### config.mk
export PLATFORM = sky130hd
export DESIGN_NAME = upg_serial_port
export DESIGN_NICKNAME = d
export VERILOG_FILES = /design/src/rtl/upg_port_pkg.sv /design/src/rtl/upg_op_decode.sv /design/src/rtl/upg_capture_mux.sv /design/src/rtl/upg_shift_reg.sv /design/src/rtl/upg_input_reg.sv /design/src/rtl/upg_serial_port.sv
export SDC_FILE = /design/constraint.sdc
export NUM_CORES = 1
export LEC_CHECK = 0
export BUFFER_PORTS_ARGS = -buffer_cell sky130_fd_sc_hd__buf_4
export CAP_MARGIN = 20
export CELL_PAD_IN_SITES_DETAIL_PLACEMENT = 0
export CELL_PAD_IN_SITES_GLOBAL_PLACEMENT = 1
export CORE_MARGIN = 2
export CORE_UTILIZATION = 50
export DETAILED_ROUTE_END_ITERATION = 6
export PLACE_DENSITY = 0.92
export SYNTH_ARGS = -nofsm -noshare
export SYNTH_HDL_FRONTEND = slang
export SYNTH_HIERARCHICAL = 1
export SYNTH_SLANG_ARGS = --single-unit
### constraint.sdc
create_clock -name clk -period 4.19 [get_ports clk]
set_clock_uncertainty 0.15 [all_clocks]
set_input_delay 0.838 -clock clk [delete_from_list [all_inputs] [get_ports clk]]
set_output_delay 0.838 -clock clk [all_outputs]
set_load 0.01 [all_outputs]
### src/rtl/upg_port_pkg.sv
package upg_port_pkg;
    localparam int SEL_W = 2;

    typedef enum logic [1:0] {
        OP_UPDATE  = 2'd0,
        OP_CAPTURE = 2'd1,
        OP_SHIFT   = 2'd2
    } op_e;

    typedef enum logic [1:0] {
        SRC_CUR   = 2'd0,
        SRC_PREV1 = 2'd1,
        SRC_PREV2 = 2'd2,
        SRC_INREG = 2'd3
    } src_e;
endpackage

### src/rtl/upg_op_decode.sv
module upg_op_decode
    import upg_port_pkg::*;
(
    input  logic mode_shift,
    input  logic mode_capture,
    output op_e  op
);
    always_comb begin
        unique case ({mode_shift, mode_capture})
            2'b00:   op = OP_UPDATE;
            2'b01:   op = OP_CAPTURE;
            default: op = OP_SHIFT;
        endcase
    end
endmodule

### src/rtl/upg_capture_mux.sv
module upg_capture_mux
    import upg_port_pkg::*;
#(
    parameter int IN_W      = 39,
    parameter int TO_W      = 29,
    parameter int CODE_W    = 4,
    parameter int CAUSE_W   = 5,
    parameter int PCODE_LSB = 22
) (
    input  logic [SEL_W-1:0]   sel,
    input  logic [CODE_W-1:0]  st_code,
    input  logic               wd_en,
    input  logic [TO_W-1:0]    wd_timeout,
    input  logic [CAUSE_W-1:0] p1_cause,
    input  logic [CODE_W-1:0]  p1_code,
    input  logic [CAUSE_W-1:0] p2_cause,
    input  logic [CODE_W-1:0]  p2_code,
    input  logic [IN_W-1:0]    in_reg,
    output logic [IN_W-1:0]    cap_word
);
    localparam int CUR_W      = TO_W + 1 + CODE_W;
    localparam int PCAUSE_LSB = PCODE_LSB + CODE_W + 1;

    logic [IN_W-1:0]    cur_w;
    logic [IN_W-1:0]    prev_w  [2];
    logic [CAUSE_W-1:0] cause_a [2];
    logic [CODE_W-1:0]  code_a  [2];

    assign cause_a[0] = p1_cause;
    assign cause_a[1] = p2_cause;
    assign code_a[0]  = p1_code;
    assign code_a[1]  = p2_code;

    always_comb begin
        cur_w            = '0;
        cur_w[CUR_W-1:0] = {st_code, wd_en, wd_timeout};
    end

    for (genvar g = 0; g < 2; g++) begin : g_prev
        always_comb begin
            prev_w[g]                          = '0;
            prev_w[g][PCODE_LSB +: CODE_W]     = code_a[g];
            prev_w[g][PCAUSE_LSB +: CAUSE_W]   = cause_a[g];
        end
    end

    always_comb begin
        unique case (src_e'(sel))
            SRC_CUR:   cap_word = cur_w;
            SRC_PREV1: cap_word = prev_w[0];
            SRC_PREV2: cap_word = prev_w[1];
            default:   cap_word = in_reg;
        endcase
    end
endmodule

### src/rtl/upg_shift_reg.sv
module upg_shift_reg
    import upg_port_pkg::*;
#(
    parameter int IN_W = 39
) (
    input  logic                  clk,
    input  logic                  rst_n,
    input  op_e                   op,
    input  logic                  ser_in,
    input  logic [IN_W-1:0]       cap_word,
    output logic [IN_W+SEL_W-1:0] sr_q
);
    localparam int SR_W = IN_W + SEL_W;

    logic [SR_W-1:0] sr_d;

    always_comb begin
        sr_d = sr_q;
        unique case (op)
            OP_SHIFT: begin
                sr_d[SR_W-1:IN_W] = {ser_in, sr_q[SR_W-1:IN_W+1]};
                sr_d[IN_W-1:0]    = {ser_in, sr_q[IN_W-1:1]};
            end
            OP_CAPTURE: sr_d[IN_W-1:0] = cap_word;
            default:    sr_d = sr_q;
        endcase
    end

    always_ff @(posedge clk or negedge rst_n) begin
        if (!rst_n) sr_q <= '0;
        else        sr_q <= sr_d;
    end
endmodule

### src/rtl/upg_input_reg.sv
module upg_input_reg
    import upg_port_pkg::*;
#(
    parameter int IN_W    = 39,
    parameter int SEL_BIT = 13,
    parameter int OVR_BIT = 12
) (
    input  logic            clk,
    input  logic            rst_n,
    input  op_e             op,
    input  logic [IN_W-1:0] sr_low,
    output logic [IN_W-1:0] ir_q,
    output logic            img_sel,
    output logic            img_override
);
    always_ff @(posedge clk or negedge rst_n) begin
        if (!rst_n)                ir_q <= '0;
        else if (op == OP_UPDATE)  ir_q <= sr_low;
    end

    assign img_sel      = ir_q[SEL_BIT];
    assign img_override = ir_q[OVR_BIT];
endmodule

### src/rtl/upg_serial_port.sv
module upg_serial_port
    import upg_port_pkg::*;
#(
    parameter int IN_W      = 39,
    parameter int TO_W      = 29,
    parameter int CODE_W    = 4,
    parameter int CAUSE_W   = 5,
    parameter int PCODE_LSB = 22,
    parameter int SEL_BIT   = 13,
    parameter int OVR_BIT   = 12
) (
    input  logic               clk,
    input  logic               rst_n,
    input  logic               ser_in,
    input  logic               mode_shift,
    input  logic               mode_capture,
    input  logic [CODE_W-1:0]  st_code,
    input  logic               wd_en,
    input  logic [TO_W-1:0]    wd_timeout,
    input  logic [CAUSE_W-1:0] p1_cause,
    input  logic [CODE_W-1:0]  p1_code,
    input  logic [CAUSE_W-1:0] p2_cause,
    input  logic [CODE_W-1:0]  p2_code,
    output logic               ser_out,
    output logic               img_override,
    output logic               img_sel
);
    localparam int SR_W = IN_W + SEL_W;

    op_e             op;
    logic [SR_W-1:0] sr_q;
    logic [IN_W-1:0] ir_q;
    logic [IN_W-1:0] cap_word;

    upg_op_decode u_dec (
        .mode_shift   (mode_shift),
        .mode_capture (mode_capture),
        .op           (op)
    );

    upg_capture_mux #(
        .IN_W(IN_W), .TO_W(TO_W), .CODE_W(CODE_W),
        .CAUSE_W(CAUSE_W), .PCODE_LSB(PCODE_LSB)
    ) u_mux (
        .sel        (sr_q[SR_W-1:IN_W]),
        .st_code    (st_code),
        .wd_en      (wd_en),
        .wd_timeout (wd_timeout),
        .p1_cause   (p1_cause),
        .p1_code    (p1_code),
        .p2_cause   (p2_cause),
        .p2_code    (p2_code),
        .in_reg     (ir_q),
        .cap_word   (cap_word)
    );

    upg_shift_reg #(.IN_W(IN_W)) u_sr (
        .clk      (clk),
        .rst_n    (rst_n),
        .op       (op),
        .ser_in   (ser_in),
        .cap_word (cap_word),
        .sr_q     (sr_q)
    );

    upg_input_reg #(.IN_W(IN_W), .SEL_BIT(SEL_BIT), .OVR_BIT(OVR_BIT)) u_ir (
        .clk          (clk),
        .rst_n        (rst_n),
        .op           (op),
        .sr_low       (sr_q[IN_W-1:0]),
        .ir_q         (ir_q),
        .img_sel      (img_sel),
        .img_override (img_override)
    );

    assign ser_out = sr_q[0];
endmodule

==> results of run 1 <==
-- how the worst max path moves through the flow --
stage            startpoint                         to  cells past startpoint
2_1_floorplan  mode_capture  u_sr/sr_q[24]$_DFFE_PN0P_                      8
6_report         mode_shift  u_sr/sr_q[20]$_DFFE_PN0P_                      6
3_5_place_dp     mode_shift   u_sr/sr_q[9]$_DFFE_PN0P_                      6
4_1_cts          mode_shift  u_sr/sr_q[10]$_DFFE_PN0P_                      6
5_1_grt          mode_shift  u_sr/sr_q[21]$_DFFE_PN0P_                      6
3_3_place_gp     mode_shift  u_sr/sr_q[19]$_DFFE_PN0P_                      6
-- metal layers --
metal	vias to the layer above	routed length, um	part of all wire, %	GRT usage (%)
li1	1225	-	-	-
met4	0	71	0.92	5.15
met2	62	3660	47	29.4
met3	6	359	4.7	4.35
met5	-	0	0	0
met1	1267	3620	47	27.0
-- stage by stage --
stage                     hold WS [ns]  cells  cell area, um2
final                            0.168    466            4620
after global routing             0.148    466            4620
after CTS                        0.359    465            4600
after detailed placement         0.337    450            4380
after global placement           0.330    449            4350
after floorplan                  0.314    315            4010
-- cell usage in the layout (no fill, tap or decap), types with 2 or more instances in the layout --
cell,netlist,routed
ha_2,0,2
nand2_1,39,39
mux4_2,9,9
mux2i_1,39,39
bufinv_16,0,2
o21ai_1,10,10
buf_16,0,2
and3_1,5,5
o21ai_0,29,29
inv_1,2,2
clkbuf_8,0,11
mux2_4,10,10
dfrtp_1,80,80
buf_4,6,62
a22o_1,25,25
mux2_2,31,31
-- power by group --
| group | leakage (uW) | total, uW | internal (uW) | switching (uW) |
|---|---|---|---|---|
| clock | 0.000112 | 624 | 364 | 260 |
| combinational | 0.000949 | 558 | 333 | 224 |
| sequential | 0.00106 | 1200 | 1020 | 183 |
| total | 0.00213 | 2380 | 1710 | 667 |
-- final cells by class --
type / instances / area share [%]
flip-flops and latches: 80 / 43.3
repair buffers: 64 / 11.3
inverters: 2 / 0.162
well taps: 102 / 2.76
multi-input cells: 203 / 37.8
clock buffers: 12 / 3.35
clock inverters: 3 / 1.41
-- cells by family after synthesis --
| logic type | count (synthesis) | synth area share (%) |
|---|---|---|
| mux | 89 | 27.3 |
| flops | 80 | 50.0 |
| simple gates | 48 | 5.12 |
| buf+inv | 32 | 6.65 |
| compound gates | 64 | 10.3 |
| fa+ha+maj | 2 | 0.625 |
-- sequential cells by signal, indices dropped and copies added (netlist names) --
signal     flops
u_sr/sr_q     41
u_ir/ir_q     39
==> impl_metrics.csv, run 1 <==
group,metric,value,unit
outcome,outcome,"finished clean",
sta,rsz0062_at_grt,"false",
clock_network,postCtsSetupRepairBufs,0,
clock_network,root_buffer,"clkbuf_8",
finish,drive_above_1_share,36.5,%
pwr,power.density,515,nW/um2
floorplanning,rows,32,
sta,setup_viol,0,
finish,regArea,2000,um2
setup_path,cp-start-kind,"input pin",
synth,synthTopCellsByArea,"dfrtp_1 (50%), mux2i_1 (9.7%), mux2_2 (8.7%), a22o_1 (5.5%), mux4_2 (5.1%)",
finish,nFillCells,637,
setup_path,cp_slowest_cell,"buf_4",
global_route,grt_max_degree,81,
clock_network,clock_path_buffers,2,
pwr,ir_worst_vdd,0.294,mV
pwr,finalPower,2380,uW
synth,post_synth.cell_area_avg,12.7,um2
finish,utilization,59.8,%
setup_path,r2r_cells,5,
global_route,overflow,0,
clock_network,clk-insertion-delay-late,0.34,ns
sta,hold_violations,0,
synth,ys_seq_area_share,50.0,%
finish,n_antenna_cell,0,
placed_design,hpwl,4740,um
setup_path,cp_data_required_time,4.23,ns
floorplanning,core_area,7730,um2
placed_design,io_buffers,59,
synth,synth_most_common_cell,"dfrtp_1",
route,drt-wirelength-per-cell,16.5,um
synth,async_flop_share,100,%
sta,max_slew_margin,44.1,%
floorplanning,die_area,8740,um2
pwr,leakagePower,0.00213,uW
global_route,grt_antenna_before_repair,0,
sta,min_period_over_period,57.4,%
floorplanning,die_w,93.5,um
clock_network,cts_tree,"built",
setup_path,critPathMaxStageDelay,0.52,ns
route,ant_nets,0,
setup_path,path_cells,"buf_4 -> nor2b_1 -> inv_1 -> ha_2 -> buf_4 -> o21ai_0",
synth,yosys-top-cells-count,"dfrtp_1 (80), mux2i_1 (39), nand2_1 (39)",
sta,max_clock_freq,416,MHz
setup_path,crit_top_cell,"buf_4",
clock_network,cts_resized,0,
synth,yosys.area.top_type,"dfrtp_1",
route,via_count,2560,
setup_path,ff2ff_setup_slack,2.01,ns
setup_path,endpoint_kind,"flop",
setup_path,arrival,2.45,ns
synth,synthCells,315,
clock_network,cts.sinks,80,
clock_network,h-tree-depth,3,
floorplanning,io_pins,60,
setup_path,path_buf_inv,3,
route,viasPerCell,5.49,
finish,area_growth,15.5,%
synth,synth_seq_cells,80,
run,max_cap_viol_count,0,
route,drt_first_pass_iters,4,
setup_path,crit_fanout,78,
sta,timing.setup.tns,0,ns
synth,syn_area,4010,um2
setup_path,rr_startpoint,"u_sr/sr_q[39]$_DFFE_PN0N_",
route,wirelength,7700,um
clock_network,postCtsHoldBufs,0,
finish,final_nets,419,
synth,ys_types,21,
clock_network,clkTransAtPathRegs,0.08,ns
placed_design,gp_congestion,0.752,
floorplanning,fp.dieH,93.5,um
setup_path,critPathTopFamily,"buffers and inverters",
placed_design,dpl_worst_slack,1.42,ns
sta,tightest_slew,0.838,ns
global_route,grt_pass1_wl,12800,um
global_route,grt_use_total,18.9,%
sta,setup_slack,1.78,ns
route,drtIter0Drc,106,
setup_path,reg2reg_to,"u_sr/sr_q[7]$_DFFE_PN0P_",
floorplanning,initial_core_util,51.8,%
worst_hold_path,hold_path_class,"in -> async",
route,drt_drc_violations_left,0,
clock_network,cts_made_buffers,9,
setup_path,critPathKind,"in -> reg",
sta,fin_crit,2.41,ns
synth,synth_edf_count,0,
finish,multi_input_area,1750,um2
sta,final-max-slew-violation-count,0,
synth,synthFlopType,"dfrtp_1",
synth,synth_top_area_share,50.0,%
synth,synth_fp_nets,374,
global_route,grt_pass1_vias,2568,
synth,yosysWarnings,6,
Note: power is estimated with default switching activity, not from simulation.
==> run 2: changes to the inputs <==
Settings changed: CORE_UTILIZATION 50 to 42, PLACE_DENSITY 0.92 to 0.84.
Clock period 4.19 ns to 2.2 ns, I/O delays scaled along.
==> run 2 against run 1 <==
Clock power is 92% higher; die area is 18% higher; hold slack better by 0.036 ns; wire length is 4.8% higher; combinational power is 100% higher; critical path type is now reg -> reg; critical endpoint is now u_sr/sr_q[5]$_DFFE_PN0P_.
==> impl_metrics.csv, run 2 (synthesis gave the netlist of run 1 again) <==
group,metric,value,unit
placed_design,io_buffers,59,
route,via_count,2606,
finish,n_antenna_cell,0,
setup_path,cp_data_required_time,2.30,ns
floorplanning,rows,35,
clock_network,cts.sinks,80,
finish,top_regs,"u_sr/sr_q: 41 flops, u_ir/ir_q: 39 flops",
floorplanning,core_area,9240,um2
clock_network,root_buffer,"clkbuf_8",
clock_network,clock_path_buffers,2,
global_route,grt_max_degree,57,
global_route,grt_pass1_vias,2709,
setup_path,cp_slowest_cell,"and2_4",
route,ant_nets,0,
clock_network,cts_tree,"built",
outcome,outcome,"finished clean",
sta,setup_viol,0,
finish,final_nets,428,
setup_path,cp-start-kind,"flop",
setup_path,ff2ff_setup_slack,0.45,ns
global_route,grt_pass1_wl,13500,um
clock_network,cts_made_buffers,9,
finish,regMostFlops,"u_sr/sr_q",
route,drtIter0Drc,92,
sta,rsz0062_at_grt,"false",
clock_network,h-tree-depth,3,
placed_design,gp_congestion,0.750,
finish,layout_common_cells,"dfrtp_1 (80), buf_4 (67), mux2i_1 (39), nand2_1 (39), mux2_2 (31)",
finish,largest_reg_flops,41,
finish,nFillCells,809,
run,max_cap_viol_count,0,
clock_network,cts_resized,0,
sta,final-max-slew-violation-count,0,
sta,timing.setup.tns,0,ns
route,drt-wirelength-per-cell,16.0,um
clock_network,clk-insertion-delay-late,0.34,ns
floorplanning,io_pins,60,
floorplanning,initial_core_util,43.3,%
clock_network,postCtsHoldBufs,1,
sta,min_period_over_period,79.3,%
floorplanning,fp.dieH,102,um
route,viasPerCell,5.18,
worst_hold_path,holdCritStartpoint,"ser_in",
global_route,grt_antenna_before_repair,0,
sta,tightest_slew,0.620,ns
setup_path,critPathMaxStageDelay,0.39,ns
pwr,leakagePower,0.00217,uW
clock_network,clkTransAtPathRegs,0.07,ns
global_route,overflow,0,
setup_path,reg2reg_to,"u_sr/sr_q[5]$_DFFE_PN0P_",
floorplanning,die_area,10300,um2
global_route,grt_use_total,16.7,%
sta,fin_crit,1.75,ns
sta,holdWs,0.203,ns
floorplanning,die_w,102,um
pwr,finalPower,4570,uW
setup_path,crit_fanout,25,
worst_hold_path,hold_depth,2,
finish,regArea,2000,um2
finish,drive_above_1_share,38.2,%
pwr,ir_worst_vdd,0.536,mV
setup_path,rr_startpoint,"u_sr/sr_q[39]$_DFFE_PN0N_",
sta,max_clock_freq,573,MHz
placed_design,hpwl,5430,um
worst_hold_path,hold-path-endpoint,"u_sr/sr_q[40]$_DFFE_PN0N_",
worst_hold_path,hold_path_class,"in -> reg",
setup_path,endpoint_kind,"flop",
setup_path,r2r_cells,5,
route,drt_first_pass_iters,5,
finish,multi_input_area,1750,um2
route,drt_drc_violations_left,0,
finish,mostFrequentLayoutCell,"dfrtp_1",
setup_path,critPathKind,"reg -> reg",
setup_path,arrival,1.84,ns
route,wirelength,8070,um
pwr,power.density,961,nW/um2
sta,hold_violations,0,
setup_path,path_cells,"buf_4 -> and2_4 -> a22o_1 -> mux2i_1 -> o21ai_0",
clock_network,postCtsSetupRepairBufs,0,
sta,max_slew_margin,58.7,%
finish,area_growth,18.6,%
## run 2: cell type report
class,count,share of cell area [%]
well taps,129,3.40
flip-flops and latches,80,42.1
repair buffers,73,12.9
inverters,2,0.158
clock inverters,6,1.74
multi-input cells,203,36.8
clock buffers,10,2.90
## run 2: power breakdown
group / switching, uW / internal, uW
Combinational: 470 / 652
Sequential: 310 / 1930
Clock: 534 / 665
Total: 1310 / 3250
## run 2: metrics by stage
step / setup WS (ns) / utilization (%) / instance area (um2) / instances
after detailed placement: 0.210 / 48.9 / 4520 / 486
after CTS: 0.435 / 51.4 / 4750 / 503
after global placement: 0.245 / 48.9 / 4520 / 486
after floorplan: 0.371 / - / 4010 / 315
after global routing: 0.332 / 51.4 / 4750 / 503
final: 0.455 / 51.4 / 4750 / 503
## run 2: metal layers
layer  wire [um]  track usage (%)  share of wire, %
met5           0                0                 0
met4          91             5.20               1.1
met1        3770             22.6                47
met3         334             3.66               4.1
met2        3870             27.1                48
## run 2: worst max-delay path, delay by kind of cell, from the launching register on
family          cells  cell delay [ns]
mux                 1             0.07
flops               1             0.36
simple gates        1             0.39
compound gates      2             0.38
buf+inv             1             0.29
## run 2: worst max-delay path by stage
| stage | slack, ns | end | startpoint | depth (start not counted) |
|---|---|---|---|---|
| floorplan | 0.37 | u_sr/sr_q[24]$_DFFE_PN0P_ | mode_capture | 8 |
| global placement | 0.24 | u_sr/sr_q[0]$_DFFE_PN0P_ | mode_shift | 6 |
| detailed placement | 0.21 | u_sr/sr_q[5]$_DFFE_PN0P_ | mode_shift | 6 |
| CTS | 0.43 | u_sr/sr_q[5]$_DFFE_PN0P_ | u_sr/sr_q[39]$_DFFE_PN0N_ | 5 |
| global route | 0.33 | u_sr/sr_q[2]$_DFFE_PN0P_ | u_sr/sr_q[39]$_DFFE_PN0N_ | 5 |
| finish | 0.45 | u_sr/sr_q[5]$_DFFE_PN0P_ | u_sr/sr_q[39]$_DFFE_PN0N_ | 5 |
==> run 3: changes to the inputs <==
Settings changed: ABC_AREA set to 1, CORE_UTILIZATION 42 to 41, PLACE_DENSITY 0.84 to 0.86.
Clock period 2.2 ns to 1.7 ns, I/O delays scaled along.
==> run 3 against run 2 <==
Register-to-register slack worse by 0.29 ns; fmax up 14%; combinational power up 43%; sequential share of layout area fell by 5.2 points; clock power up 19%; global-route usage up 3.5 points; synthesized area up 14%; total power increased by 26%; critical path depth grew 3; critical endpoint is now u_sr/sr_q[30]$_DFFE_PN0P_; largest cell class unchanged; largest power group unchanged.
==> impl_metrics.csv, run 3 <==
group,metric,value,unit
sta,final-max-slew-violation-count,0,
synth,ys_types,19,
floorplanning,initial_core_util,42.1,%
setup_path,ff2ff_setup_slack,0.16,ns
setup_path,r2r_cells,8,
placed_design,io_buffers,59,
route,ant_nets,0,
sta,fin_crit,1.54,ns
clock_network,postCtsSetupRepairBufs,0,
finish,layout_common_cells,"nand2_1 (285), nand3_1 (91), inv_1 (87)",
synth,post_synth.cell_area_avg,6.89,um2
finish,drive_above_1_share,16.1,%
setup_path,crit_path_start,"u_sr/sr_q[40]$_DFFE_PN0N_",
worst_hold_path,holdCritStartpoint,"ser_in",
sta,setup_viol,0,
synth,synth_compound_gate_area_share,4.50,%
worst_hold_path,hold_depth,3,
finish,top_regs,"u_sr/sr_q: 41 flops, u_ir/ir_q: 39 flops",
clock_network,cts.sinks,80,
global_route,grt_pass1_wl,18900,um
synth,synthFlopType,"dfrtp_1",
sta,tightest_slew,0.321,ns
sta,rsz0062_at_grt,"false",
finish,area_growth,18.8,%
pwr,ir_worst_vdd,0.472,mV
setup_path,crit_fanout,24,
clock_network,clkTransAtPathRegs,0.08,ns
synth,synth_most_common_cell,"nand2_1",
setup_path,reg2reg_to,"u_sr/sr_q[30]$_DFFE_PN0P_",
synth,yosysWarnings,6,
route,via_count,4122,
synth,yosys-top-cells-count,"nand2_1 (285), nand3_1 (91), inv_1 (87)",
synth,synth_top_family_by_area,"simple AND/OR/NAND/NOR gates",
floorplanning,core_area,10800,um2
synth,async_flop_share,100,%
synth,syn_area,4560,um2
setup_path,path_cells,"buf_4 -> inv_2 -> nand3_1 -> nand4_1 -> inv_1 -> nand2_1 -> nand3_1 -> nand2_1",
synth,synth_seq_cells,80,
finish,n_antenna_cell,0,
outcome,outcome,"finished clean",
synth,synth_adder_area_share,0.549,%
setup_path,critPathMaxStageDelay,0.40,ns
route,drt_first_pass_iters,5,
synth,synth_simple_gate_area_share,37.3,%
global_route,grt_antenna_before_repair,0,
finish,nFillCells,1108,
placed_design,placed_cells,842,
placed_design,place_area,5200,um2
pwr,leakagePower,0.00303,uW
clock_network,cts_made_buffers,9,
pwr,power.density,1060,nW/um2
finish,mostFrequentLayoutCell,"nand2_1",
clock_network,cts_tree,"built",
finish,fin_area,5420,um2
floorplanning,fp.dieH,109,um
setup_path,cp-start-kind,"flop",
sta,max_clock_freq,651,MHz
setup_path,critPathKind,"reg -> reg",
synth,synth_edf_count,0,
route,wirelength,11200,um
global_route,overflow,0,
finish,fin_cells,859,
clock_network,h-tree-depth,3,
run,max_cap_viol_count,0,
worst_hold_path,hold_path_class,"in -> reg",
global_route,grt_max_degree,34,
global_route,grt_use_total,20.2,%
floorplanning,die_area,12000,um2
clock_network,clk-insertion-delay-late,0.35,ns
setup_path,endpoint_kind,"flop",
synth,synth.area.mux_share,0,%
synth,synth_xor_area_share,0,%
finish,regMostFlops,"u_sr/sr_q",
floorplanning,rows,38,
sta,max_slew_margin,78.6,%
floorplanning,die_w,109,um
finish,largest_reg_flops,41,
worst_hold_path,hold-path-endpoint,"u_sr/sr_q[40]$_DFFE_PN0N_",
placed_design,gp_congestion,0.782,
global_route,grt_pass1_vias,3996,
route,drt-wirelength-per-cell,13.0,um
synth,yosys.area.top_type,"dfrtp_1",
synth,synth_top_area_share,43.9,%
sta,hold_violations,0,
floorplanning,io_pins,60,
clock_network,root_buffer,"clkbuf_8",
route,viasPerCell,4.80,
setup_path,cp_data_required_time,1.79,ns
finish,final_nets,773,
route,drtIter0Drc,198,
synth,synthCells,662,
setup_path,rr_startpoint,"u_sr/sr_q[40]$_DFFE_PN0N_",
synth,ys_seq_area_share,43.9,%
synth,synth_fp_nets,721,
placed_design,hpwl,7450,um
sta,min_period_over_period,90.4,%
setup_path,cp_slowest_cell,"dfrtp_1",
setup_path,arrival,1.62,ns
route,drt_drc_violations_left,0,
clock_network,clock_path_buffers,2,
synth,synthTopCellsByArea,"dfrtp_1 (44%), nand2_1 (23%), nand3_1 (10%), inv_1 (7.2%), o21ai_0 (3.8%)",
[run 3: repair_timing]
| action | in CTS | in global routing |
|---|---|---|
| hold buffers | 1 | 0 |
| gates resized for setup | 0 | 3 |
| endpoints found under the setup margin | 0 | 14 |
| endpoints found under the hold margin | 18 | 0 |
[run 3: layout make-up]
class / instances / area (um2) / share of cell area [%]
sequential: 80 / 2000 / 37.0
tap: 140 / 175 / 3.23
timing repair buffer: 85 / 761 / 14.0
clock buffer: 13 / 159 / 2.93
inverter: 91 / 342 / 6.30
multi-input combinational: 447 / 1940 / 35.8
clock inverter: 3 / 40.0 / 0.739
[run 3: cells by family after synthesis]
| logic type | after synthesis |
|---|---|
| AOI/OAI and AO/OA | 41 |
| and+or+nand+nor | 404 |
| DFF | 80 |
| adders and majority gates | 2 |
| buffers and inverters | 135 |
[run 3: worst max-delay path: cells and delay by family, from the launching register on]
family / cells / cell delay, ns
and+or+nand+nor: 5 / 0.37
DFF: 1 / 0.40
buffers and inverters: 3 / 0.48
[run 3: worst max-delay path by stage]
stage | end | slack, ns | depth (start not counted)
detailed placement | u_sr/sr_q[7]$_DFFE_PN0P_ | -0.009 | 8
floorplan | u_sr/sr_q[25]$_DFFE_PN0P_ | 0.02 | 9
CTS | u_sr/sr_q[22]$_DFFE_PN0P_ | 0.03 | 8
global route | u_sr/sr_q[27]$_DFFE_PN0P_ | 0.03 | 8
finish | u_sr/sr_q[30]$_DFFE_PN0P_ | 0.16 | 8
global placement | u_sr/sr_q[34]$_DFFE_PN0P_ | 0.05 | 8
[run 3: where the power goes]
part / internal (uW) / switching [uW] / leakage, uW
Sequential: 2400 / 337 / 0.00101
Combinational: 673 / 922 / 0.00191
Clock: 756 / 675 / 0.000103
[run 3: metal layers]
| metal | vias up | wire (um) | GRT usage, % |
|---|---|---|---|
| met5 | - | 0 | 0 |
| met4 | 0 | 83 | 6.33 |
| met1 | 1905 | 5020 | 26.0 |
| met2 | 92 | 5460 | 34.9 |
| li1 | 2118 | - | - |
| met3 | 7 | 618 | 3.26 |
[run 3: stage by stage]
stage	setup WS (ns)	utilization [%]	power [uW]	TNS, ns	hold WS, ns
4_1_cts	0.0335	49.9	5830	0	0.112
3_3_place_gp	0.0532	48.0	4310	0	0.102
6_report	0.164	50.0	5770	0	0.130
3_5_place_dp	-0.00920	48.0	4380	-0.0183	0.104
5_1_grt	0.0317	50.0	6230	0	0.125
2_1_floorplan	0.0165	-	3850	0	-0.106
